==> src/rtl/sio_router_pkg.sv <==
package sio_router_pkg;

  typedef enum logic [1:0] {
    CH_NORMAL = 2'd0,
    CH_ECHO   = 2'd1,
    CH_LOCAL  = 2'd2,
    CH_REMOTE = 2'd3
  } chan_mode_e;

  // control register bit positions (behavioural: software encodes them)
  localparam int unsigned CB_RX_RST  = 0;
  localparam int unsigned CB_TX_RST  = 1;
  localparam int unsigned CB_RX_ON   = 2;
  localparam int unsigned CB_RX_OFF  = 3;
  localparam int unsigned CB_TX_ON   = 4;
  localparam int unsigned CB_TX_OFF  = 5;
  localparam int unsigned CB_BRK_GO  = 7;
  localparam int unsigned CB_BRK_END = 8;

endpackage

==> src/rtl/sio_ctl_regs.sv <==
module sio_ctl_regs
  import sio_router_pkg::*;
#(
  parameter int unsigned CTL_W    = 9,
  parameter int unsigned MODE_W   = 10,
  parameter int unsigned MODE_LSB = 8,
  parameter logic [CTL_W-1:0] CTL_RST = 9'h128
) (
  input  logic              clk,
  input  logic              rst_n,
  input  logic              ctl_wr,
  input  logic [CTL_W-1:0]  ctl_wdata,
  input  logic              mode_wr,
  input  logic [MODE_W-1:0] mode_wdata,
  output logic [CTL_W-1:0]  ctl_q,
  output logic [MODE_W-1:0] mode_q,
  output chan_mode_e        mode_o,
  output logic              rx_en_o,
  output logic              tx_en_o,
  output logic              brk_o,
  output logic              rxf_rst_o,
  output logic              txf_rst_o
);

  localparam logic [CTL_W-1:0] SELF_CLR =
    (CTL_W'(1) << CB_RX_RST) | (CTL_W'(1) << CB_TX_RST);

  always_ff @(posedge clk or negedge rst_n) begin
    if (!rst_n) begin
      ctl_q     <= CTL_RST & ~SELF_CLR;
      mode_q    <= '0;
      rxf_rst_o <= 1'b0;
      txf_rst_o <= 1'b0;
    end else begin
      rxf_rst_o <= ctl_wr & ctl_wdata[CB_RX_RST];
      txf_rst_o <= ctl_wr & ctl_wdata[CB_TX_RST];
      if (ctl_wr)  ctl_q  <= ctl_wdata & ~SELF_CLR;
      if (mode_wr) mode_q <= mode_wdata;
    end
  end

  always_comb begin
    mode_o  = chan_mode_e'(mode_q[MODE_LSB +: 2]);
    rx_en_o = ctl_q[CB_RX_ON] & ~ctl_q[CB_RX_OFF];
    tx_en_o = ctl_q[CB_TX_ON] & ~ctl_q[CB_TX_OFF];
    brk_o   = ctl_q[CB_BRK_GO] & ~ctl_q[CB_BRK_END];
  end

  AST_RXRST_PULSE: assert property (@(posedge clk) disable iff (!rst_n)
    (ctl_wr && ctl_wdata[CB_RX_RST]) |=> (rxf_rst_o && ctl_q[CB_RX_RST] == 1'b0));
  AST_TXRST_ONE_CYCLE: assert property (@(posedge clk) disable iff (!rst_n)
    (txf_rst_o && !$past(ctl_wr)) |-> 1'b0);
  AST_RX_DISABLE_WINS: assert property (@(posedge clk) disable iff (!rst_n)
    (ctl_wr && ctl_wdata[CB_RX_OFF]) |=> !rx_en_o);

endmodule

==> src/rtl/sio_push_gate.sv <==
module sio_push_gate #(
  parameter int unsigned DW = 8
) (
  input  logic          clk,
  input  logic          rst_n,
  input  logic          req_i,
  input  logic [DW-1:0] data_i,
  input  logic          path_en_i,
  input  logic          full_i,
  output logic          push_o,
  output logic [DW-1:0] wdata_o,
  output logic          ovf_o
);

  always_comb begin
    push_o  = req_i & path_en_i & ~full_i;
    ovf_o   = req_i & path_en_i & full_i;
    wdata_o = data_i;
  end

  AST_NO_OVERFLOW: assert property (@(posedge clk) disable iff (!rst_n)
    push_o |-> !full_i);
  AST_OFF_SILENT: assert property (@(posedge clk) disable iff (!rst_n)
    !path_en_i |-> (!push_o && !ovf_o));

endmodule

==> src/rtl/sio_mode_route.sv <==
module sio_mode_route
  import sio_router_pkg::*;
#(
  parameter int unsigned DW = 8
) (
  input  logic          clk,
  input  logic          rst_n,
  input  chan_mode_e    mode_i,
  input  logic          rx_en_i,
  input  logic          tx_en_i,
  input  logic          bw_valid,
  output logic          bw_ready,
  input  logic [DW-1:0] bw_data,
  input  logic          ln_valid,
  output logic          ln_ready,
  input  logic [DW-1:0] ln_data,
  input  logic          rxf_full,
  input  logic          txf_full,
  output logic          rxf_push,
  output logic [DW-1:0] rxf_wdata,
  output logic          txf_push,
  output logic [DW-1:0] txf_wdata,
  output logic          rx_ovr,
  output logic          tx_ovf
);

  localparam int unsigned NSINK = 2; // 0 = receive FIFO, 1 = transmit FIFO

  logic          ln_fire;
  logic          ln_to_rx, ln_to_tx, bus_to_rx, bus_to_tx;
  logic [NSINK-1:0]         sink_req, sink_en, sink_full, sink_push, sink_ovf;
  logic [NSINK-1:0][DW-1:0] sink_data, sink_wdata;

  always_comb begin
    ln_to_rx  = (mode_i == CH_NORMAL) || (mode_i == CH_ECHO);
    ln_to_tx  = (mode_i == CH_ECHO)   || (mode_i == CH_REMOTE);
    bus_to_rx = (mode_i == CH_LOCAL);
    bus_to_tx = (mode_i == CH_NORMAL);
    bw_ready  = 1'b1;
    ln_ready  = (mode_i == CH_ECHO) ? ~(rxf_full | txf_full) : 1'b1;
    ln_fire   = ln_valid & ln_ready;

    // the two sources never aim at the same sink in one mode
    sink_req[0]  = (ln_fire & ln_to_rx) | (bw_valid & bus_to_rx);
    sink_data[0] = bus_to_rx ? bw_data : ln_data;
    sink_en[0]   = rx_en_i;
    sink_full[0] = rxf_full;
    sink_req[1]  = (ln_fire & ln_to_tx) | (bw_valid & bus_to_tx);
    sink_data[1] = bus_to_tx ? bw_data : ln_data;
    sink_en[1]   = tx_en_i;
    sink_full[1] = txf_full;
  end

  for (genvar g = 0; g < NSINK; g++) begin : g_sink
    sio_push_gate #(.DW(DW)) u_gate (
      .clk       (clk),
      .rst_n     (rst_n),
      .req_i     (sink_req[g]),
      .data_i    (sink_data[g]),
      .path_en_i (sink_en[g]),
      .full_i    (sink_full[g]),
      .push_o    (sink_push[g]),
      .wdata_o   (sink_wdata[g]),
      .ovf_o     (sink_ovf[g])
    );
  end

  always_comb begin
    rxf_push  = sink_push[0];
    rxf_wdata = sink_wdata[0];
    rx_ovr    = sink_ovf[0];
    txf_push  = sink_push[1];
    txf_wdata = sink_wdata[1];
    tx_ovf    = sink_ovf[1];
  end

  AST_ECHO_STALL: assert property (@(posedge clk) disable iff (!rst_n)
    (mode_i == CH_ECHO && (rxf_full || txf_full)) |-> (!ln_ready && !rxf_push && !txf_push));
  AST_TX_NO_OVERFLOW: assert property (@(posedge clk) disable iff (!rst_n)
    txf_push |-> !txf_full);
  AST_BUS_DISCARD: assert property (@(posedge clk) disable iff (!rst_n)
    (mode_i == CH_REMOTE) |-> !rxf_push);

endmodule

==> src/rtl/sio_rx_read.sv <==
module sio_rx_read #(
  parameter int unsigned DW = 8
) (
  input  logic          clk,
  input  logic          rst_n,
  input  logic          rd_req,
  input  logic          rx_en_i,
  input  logic          rxf_empty,
  input  logic [DW-1:0] rxf_rdata,
  output logic          rxf_pop,
  output logic [DW-1:0] rd_data
);

  always_comb begin
    rxf_pop = rd_req & rx_en_i & ~rxf_empty;
    rd_data = rxf_pop ? rxf_rdata : '0;
  end

  AST_RD_ZERO: assert property (@(posedge clk) disable iff (!rst_n)
    (rd_req && (rxf_empty || !rx_en_i)) |-> (rd_data == '0 && !rxf_pop));

endmodule

==> src/rtl/sio_chan_router.sv <==
module sio_chan_router
  import sio_router_pkg::*;
#(
  parameter int unsigned DW       = 8,
  parameter int unsigned CTL_W    = 9,
  parameter int unsigned MODE_W   = 10,
  parameter int unsigned MODE_LSB = 8,
  parameter logic [CTL_W-1:0] CTL_RST = 9'h128
) (
  input  logic              clk,
  input  logic              rst_n,
  input  logic              ctl_wr,
  input  logic [CTL_W-1:0]  ctl_wdata,
  output logic [CTL_W-1:0]  ctl_rdata,
  input  logic              mode_wr,
  input  logic [MODE_W-1:0] mode_wdata,
  output logic [MODE_W-1:0] mode_rdata,
  output logic [1:0]        chan_mode,
  output logic              rx_en,
  output logic              tx_en,
  output logic              brk_req,
  output logic              rxf_rst,
  output logic              txf_rst,
  input  logic              bw_valid,
  output logic              bw_ready,
  input  logic [DW-1:0]     bw_data,
  input  logic              ln_valid,
  output logic              ln_ready,
  input  logic [DW-1:0]     ln_data,
  input  logic              rd_req,
  output logic [DW-1:0]     rd_data,
  output logic              rxf_push,
  output logic [DW-1:0]     rxf_wdata,
  input  logic              rxf_full,
  input  logic              rxf_empty,
  input  logic [DW-1:0]     rxf_rdata,
  output logic              rxf_pop,
  output logic              txf_push,
  output logic [DW-1:0]     txf_wdata,
  input  logic              txf_full,
  output logic              rx_ovr,
  output logic              tx_ovf
);

  chan_mode_e mode_e;

  sio_ctl_regs #(
    .CTL_W(CTL_W), .MODE_W(MODE_W), .MODE_LSB(MODE_LSB), .CTL_RST(CTL_RST)
  ) u_regs (
    .clk        (clk),
    .rst_n      (rst_n),
    .ctl_wr     (ctl_wr),
    .ctl_wdata  (ctl_wdata),
    .mode_wr    (mode_wr),
    .mode_wdata (mode_wdata),
    .ctl_q      (ctl_rdata),
    .mode_q     (mode_rdata),
    .mode_o     (mode_e),
    .rx_en_o    (rx_en),
    .tx_en_o    (tx_en),
    .brk_o      (brk_req),
    .rxf_rst_o  (rxf_rst),
    .txf_rst_o  (txf_rst)
  );

  assign chan_mode = mode_e;

  sio_mode_route #(.DW(DW)) u_route (
    .clk       (clk),
    .rst_n     (rst_n),
    .mode_i    (mode_e),
    .rx_en_i   (rx_en),
    .tx_en_i   (tx_en),
    .bw_valid  (bw_valid),
    .bw_ready  (bw_ready),
    .bw_data   (bw_data),
    .ln_valid  (ln_valid),
    .ln_ready  (ln_ready),
    .ln_data   (ln_data),
    .rxf_full  (rxf_full),
    .txf_full  (txf_full),
    .rxf_push  (rxf_push),
    .rxf_wdata (rxf_wdata),
    .txf_push  (txf_push),
    .txf_wdata (txf_wdata),
    .rx_ovr    (rx_ovr),
    .tx_ovf    (tx_ovf)
  );

  sio_rx_read #(.DW(DW)) u_read (
    .clk       (clk),
    .rst_n     (rst_n),
    .rd_req    (rd_req),
    .rx_en_i   (rx_en),
    .rxf_empty (rxf_empty),
    .rxf_rdata (rxf_rdata),
    .rxf_pop   (rxf_pop),
    .rd_data   (rd_data)
  );

  AST_BRK_STOP_WINS: assert property (@(posedge clk) disable iff (!rst_n)
    (ctl_wr && ctl_wdata[CB_BRK_END]) |=> !brk_req);
  AST_LOCAL_LINE_DROP: assert property (@(posedge clk) disable iff (!rst_n)
    (mode_e == CH_LOCAL && !bw_valid) |-> (!rxf_push && !txf_push));

endmodule

==> config.mk <==
export PLATFORM = sky130hd
export DESIGN_NAME = sio_chan_router
export DESIGN_NICKNAME = d
export VERILOG_FILES = /design/src/rtl/sio_router_pkg.sv /design/src/rtl/sio_ctl_regs.sv /design/src/rtl/sio_push_gate.sv /design/src/rtl/sio_mode_route.sv /design/src/rtl/sio_rx_read.sv /design/src/rtl/sio_chan_router.sv
export SDC_FILE = /design/constraint.sdc
export NUM_CORES = 1
export LEC_CHECK = 0
export ABC_AREA = 0
export BUFFER_PORTS_ARGS = -buffer_cell sky130_fd_sc_hd__buf_2
export CAP_MARGIN = 20
export CELL_PAD_IN_SITES_DETAIL_PLACEMENT = 1
export CELL_PAD_IN_SITES_GLOBAL_PLACEMENT = 1
export CORE_AREA = 10 10 77 79
export CTS_CLUSTER_SIZE = 12
export DETAILED_ROUTE_END_ITERATION = 10
export DIE_AREA = 0 0 87 89
export PLACE_DENSITY = 0.94
export SETUP_SLACK_MARGIN = 0.3
export SLEW_MARGIN = 20
export SYNTH_ARGS = -nofsm -noshare
export SYNTH_HDL_FRONTEND = slang
export SYNTH_SLANG_ARGS = --single-unit
==> constraint.sdc <==
create_clock -name clk -period 3.17 [get_ports clk]
set_input_delay 0.634 -clock clk [delete_from_list [all_inputs] [get_ports clk]]
set_output_delay 0.634 -clock clk [all_outputs]
set_load 0.01 [all_outputs]
* Word-level counts from Yosys, hierarchy flattened
Cells that the tools add are included.
Storage, ports and cells: bits in registers 19, bits in latches 0, RAM bits 0, memory bits (read-only) 0, input port bits 53, output and inout port bits 57, memories kept 0
Cells by class: add/sub/neg operators 0, multipliers 0, div/mod/pow operators 0, order comparisons 0, equality and inequality tests 3, shift operators 0, muxes and demuxes 4, bitwise operators 28, reductions and logical operators 3
Operators with widths (count):
- $mux 8 | 3
- $and 1x1->1 | 18
- $not 1->1 | 7
- $eq 2x2->1 const B | 2
- $or 1x1->1 | 3
- $eq 2x1->1 const B | 1
- $logic_not 2->1 | 1
- $logic_or 1x1->1 | 2
- $mux 1 | 1

* Depth between registers and ports, before layout
depth after elaboration 8, depth in mapped cells 4, mapped depth without buffers 4

* Hierarchy
Synthesis repeated with hierarchy kept, for this count alone.
Unflattened totals: cell total of the unflattened synthesis 107, area total of the unflattened synthesis 1336.3 µm²
Modules (own cells, without submodules):
- sio_ctl_regs | instances 1, cells each 48, area each 822.0 µm², seq. area each 479.2 µm²
- sio_mode_route | instances 1, cells each 30, area each 272.8 µm², seq. area each 0.0 µm²
- sio_push_gate | instances 2, cells each 10, area each 76.3 µm², seq. area each 0.0 µm²
- sio_rx_read | instances 1, cells each 9, area each 88.8 µm², seq. area each 0.0 µm²

* Least setup slack after synthesis
OpenSTA, ideal clock, no wires.
path kind input to output, from input ln_valid, to output rx_ovr, arrival time 1331 ps, required time 2536 ps, setup slack 1205 ps, stages 3, path buffers 0, path through nor2b_1 -> a21oi_1 -> nor4b_1
On the way: cells in the longest elaborated chain, start to end 5
RTL lines:
- start, declared | RTL line sio_chan_router.sv:27 | input logic ln_valid,
- $and 1x1->1 | RTL line sio_mode_route.sv:41 | ln_fire = ln_valid & ln_ready;
- $and 1x1->1 | RTL line sio_mode_route.sv:44 | sink_req[0] = (ln_fire & ln_to_rx) | (bw_valid & bus_to_rx);
- $or 1x1->1 | RTL line sio_mode_route.sv:44
- $and 1x1->1 (2 in series) | RTL line sio_push_gate.sv:17 | ovf_o = req_i & path_en_i & full_i;
- end, declared | RTL line sio_chan_router.sv:41 | output logic rx_ovr,
Every way passes these cells.

* Final worst setup path
from register u_regs.mode_q[8], to output rxf_wdata[2]
On the way: cells in the longest elaborated chain, start to end 2
RTL lines:
- start, declared | RTL line sio_ctl_regs.sv:16 | output logic [MODE_W-1:0] mode_q,
- start signal, assigned | RTL line sio_ctl_regs.sv:38 | if (mode_wr) mode_q <= mode_wdata;
- $eq 2x2->1 | RTL line sio_mode_route.sv:37 | bus_to_rx = (mode_i == CH_LOCAL);
- $mux 8 | RTL line sio_mode_route.sv:45 | sink_data[0] = bus_to_rx ? bw_data : ln_data;
- end, declared | RTL line sio_chan_router.sv:33 | output logic [DW-1:0] rxf_wdata,
Every way passes these cells.

==> impl_metrics.json <==
{
  "initial_core_util": 0.257,
  "grt_util_all_layers": 0.104,
  "vias": 1140,
  "finClkSkew_ps": 0,
  "die_x_um": 87,
  "worstSkewPairLatency_ps": 250,
  "internal_power_w": 0.000473,
  "tightest_slew_ps": 549,
  "status": "finished, final reports clean",
  "drc": 0,
  "place_inst": 246,
  "switchingPower_w": 0.000201,
  "routedWlPerCell_um": 17.2,
  "worst_slack_ps": 754,
  "slew_viol_final": 0,
  "maxSlewHeadroom": 0.634,
  "worstPathRequired_ps": 2540,
  "nNetsFinal": 250,
  "p_comb_frac": 0.328,
  "yosys_warnings": 0,
  "die-area_um2": 7740,
  "numCtsBuffers": 3,
  "core_area_um2": 4540,
  "max_cap_viol_count": 0,
  "ys_seq_elements": 19,
  "leakagePower_nw": 0.941,
  "rows": 25,
  "final_hold_viol_count": 0,
  "fmaxAchievable_mhz": 414,
  "postCtsSetupBuffers": 0,
  "arrival_ps": 1780,
  "viasPerCell": 4.56,
  "dp_hpwl_um": 3860,
  "clockPowerShare": 0.246,
  "ios": 110,
  "crit_path_top_delay_cell": "dfrtp_1",
  "final_antenna_net_count": 0,
  "finalCritPeriodShare": 0.762,
  "yosysSeqAreaShare": 0.412,
  "grt_start_max_net_pins": 20,
  "syn_avg_cell_area_um2": 12.4,
  "die_y_um": 89,
  "grt_pass1_vias": 1255,
  "finalCoreUtilization": 0.385,
  "ctsLongestPathBuffers": 2,
  "clkSinkCount": 19,
  "cts_hold_buf": 0,
  "worstHoldPathType": "input port to async pin",
  "vdd_drop_max_v": 0.000287,
  "overflow": 0,
  "layout_common_cells": "106 x buf_2, 17 x mux2_2, 16 x dfrtp_1",
  "pre_cts_slack_ps": 1020,
  "start_kind": "flop",
  "clkTransAtPathRegs_ps": 70,
  "drt_iter0_drc": 15,
  "rsz0062_at_grt": "no",
  "cts_tree": "done",
  "dr.pass1.iters": 4,
  "cp_max_fo": 10,
  "tns_ps": 0,
  "grt_pass1_wl_um": 6350,
  "cts_htree_levels": 1,
  "antenna_cells": 0,
  "io_buffers": 106,
  "p_per_area_nw_per_um2": 387,
  "post-route-min-period_ps": 2420,
  "drt_wl_total_um": 4290,
  "yosysUniqueCellTypes": 25,
  "antenna_found_initial": 0,
  "cts_root_buffer": "clkbuf_8",
  "final_common_cell": "buf_2",
  "setup_viol": 0,
  "cts-resized-gates": 0,
  "drive_gt1_frac": 0.719,
  "syn_inst": 94,
  "crit_type": "flop to output port",
  "swShare": 0.299,
  "layout.cells.non_filler": 250,
  "timing.critical_path.cells": "nand2b_1, mux2_4, buf_2",
  "syn2layout_area_growth_pct": 49.9,
  "gp_congestion": 0.683,
  "syn_area_um2": 1160,
  "power_frac_seq": 0.426,
  "critPathCaptureType": "output port",
  "slowest_delay_ps": 530
}
## critical path, delay by kind of cell, from the launching register on
family | cells | cell delay, ps
simple gates | 1 | 510
buf+inv | 1 | 140
mux | 1 | 350
flops | 1 | 530
## synthesized netlist by cell type
cell / number / area (µm²)
nand3_1: 2 / 10.0
a32oi_1: 1 / 8.76
nor3b_2: 1 / 12.5
and2_1: 10 / 62.6
conb_1: 2 / 7.51
buf_6: 1 / 11.3
nor3b_1: 1 / 7.51
buf_2: 2 / 10.0
a21oi_1: 2 / 10.0
nand2b_1: 2 / 12.5
inv_1: 1 / 3.75
mux2_4: 8 / 120
or3b_2: 1 / 8.76
o41ai_1: 1 / 8.76
nand2b_4: 1 / 13.8
dfstp_2: 3 / 78.8
nor2_4: 1 / 11.3
nor2_1: 1 / 3.75
nor2b_1: 3 / 18.8
nor4b_1: 1 / 8.76
nand2_1: 2 / 7.51
buf_4: 6 / 45.0
mux2_1: 8 / 90.1
dfrtp_1: 16 / 400
mux2_2: 17 / 191
## path summary, 6_finish.rpt
| check | startpoint | to | slack (ps) | depth (start not counted) |
|---|---|---|---|---|
| max in group asynchronous | rst_n | u_regs.ctl_q[3]$_DFFE_PN1P_ | 2530 | 1 |
| min in group clk | u_regs.mode_q[6]$_DFFE_PN0P_ | u_regs.mode_q[6]$_DFFE_PN0P_ | 510 | 1 |
| setup / recovery | u_regs.mode_q[8]$_DFFE_PN0P_ | rxf_wdata[2] | 750 | 3 |
| hold reg to reg | u_regs.mode_q[6]$_DFFE_PN0P_ | u_regs.mode_q[6]$_DFFE_PN0P_ | 510 | 1 |
| hold / removal | rst_n | u_regs.mode_q[4]$_DFFE_PN0P_ | 310 | 1 |
| setup reg to reg | u_regs.mode_q[9]$_DFFE_PN0P_ | u_regs.mode_q[9]$_DFFE_PN0P_ | 2250 | 1 |
## layout make-up
| cell class | count | area [µm²] |
|---|---|---|
| flip-flops and latches | 19 | 479 |
| multi-input cells | 66 | 618 |
| repair buffers | 106 | 531 |
| fillers | 557 | 2790 |
| inverters | 1 | 3.75 |
| well taps | 54 | 67.6 |
| clock buffers | 4 | 45.0 |
## cell families after synthesis
family / count (synthesis) / synth area share
AO/OA/AOI/OAI: 4 / 0.0237
other: 2 / 0.00645
flip-flops: 19 / 0.412
buffers and inverters: 10 / 0.0602
multiplexers: 33 / 0.345
AND/OR/NAND/NOR: 26 / 0.153
## power groups by stage
stage          Clock, W  Combinational [W]  Sequential (W)
5_1_grt        0.000186           0.000243        0.000291
4_1_cts        0.000173           0.000228        0.000288
3_5_place_dp          0           0.000227        0.000292
6_report       0.000166           0.000221        0.000288
3_3_place_gp          0           0.000220        0.000291
2_1_floorplan         0           0.000116        0.000300
## through the flow
stage	cell area (µm²)	total power (W)	hold WS, ps
global placement	1700	0.000511	485
floorplan	1170	0.000416	338
global route	1740	0.000720	317
finish	1740	0.000675	306
detailed placement	1700	0.000520	496
CTS	1740	0.000689	315
## per-layer routing
metal	vias to the layer above	part of all wire	track usage	wire [µm]
li1	525	-	-	-
met1	537	0.31	0.0886	1350
met2	72	0.52	0.187	2230
met3	6	0.15	0.0656	648
met4	0	0.016	0.0442	70
met5	-	0	0	0
## sequential cells by signal, summed over array words and instances, names as in the netlist
name and count:
u_regs.ctl_q 7, u_regs.rxf_rst_o 1, u_regs.txf_rst_o 1, u_regs.mode_q 10
No activity file was read; power rests on OpenSTA's default activity.
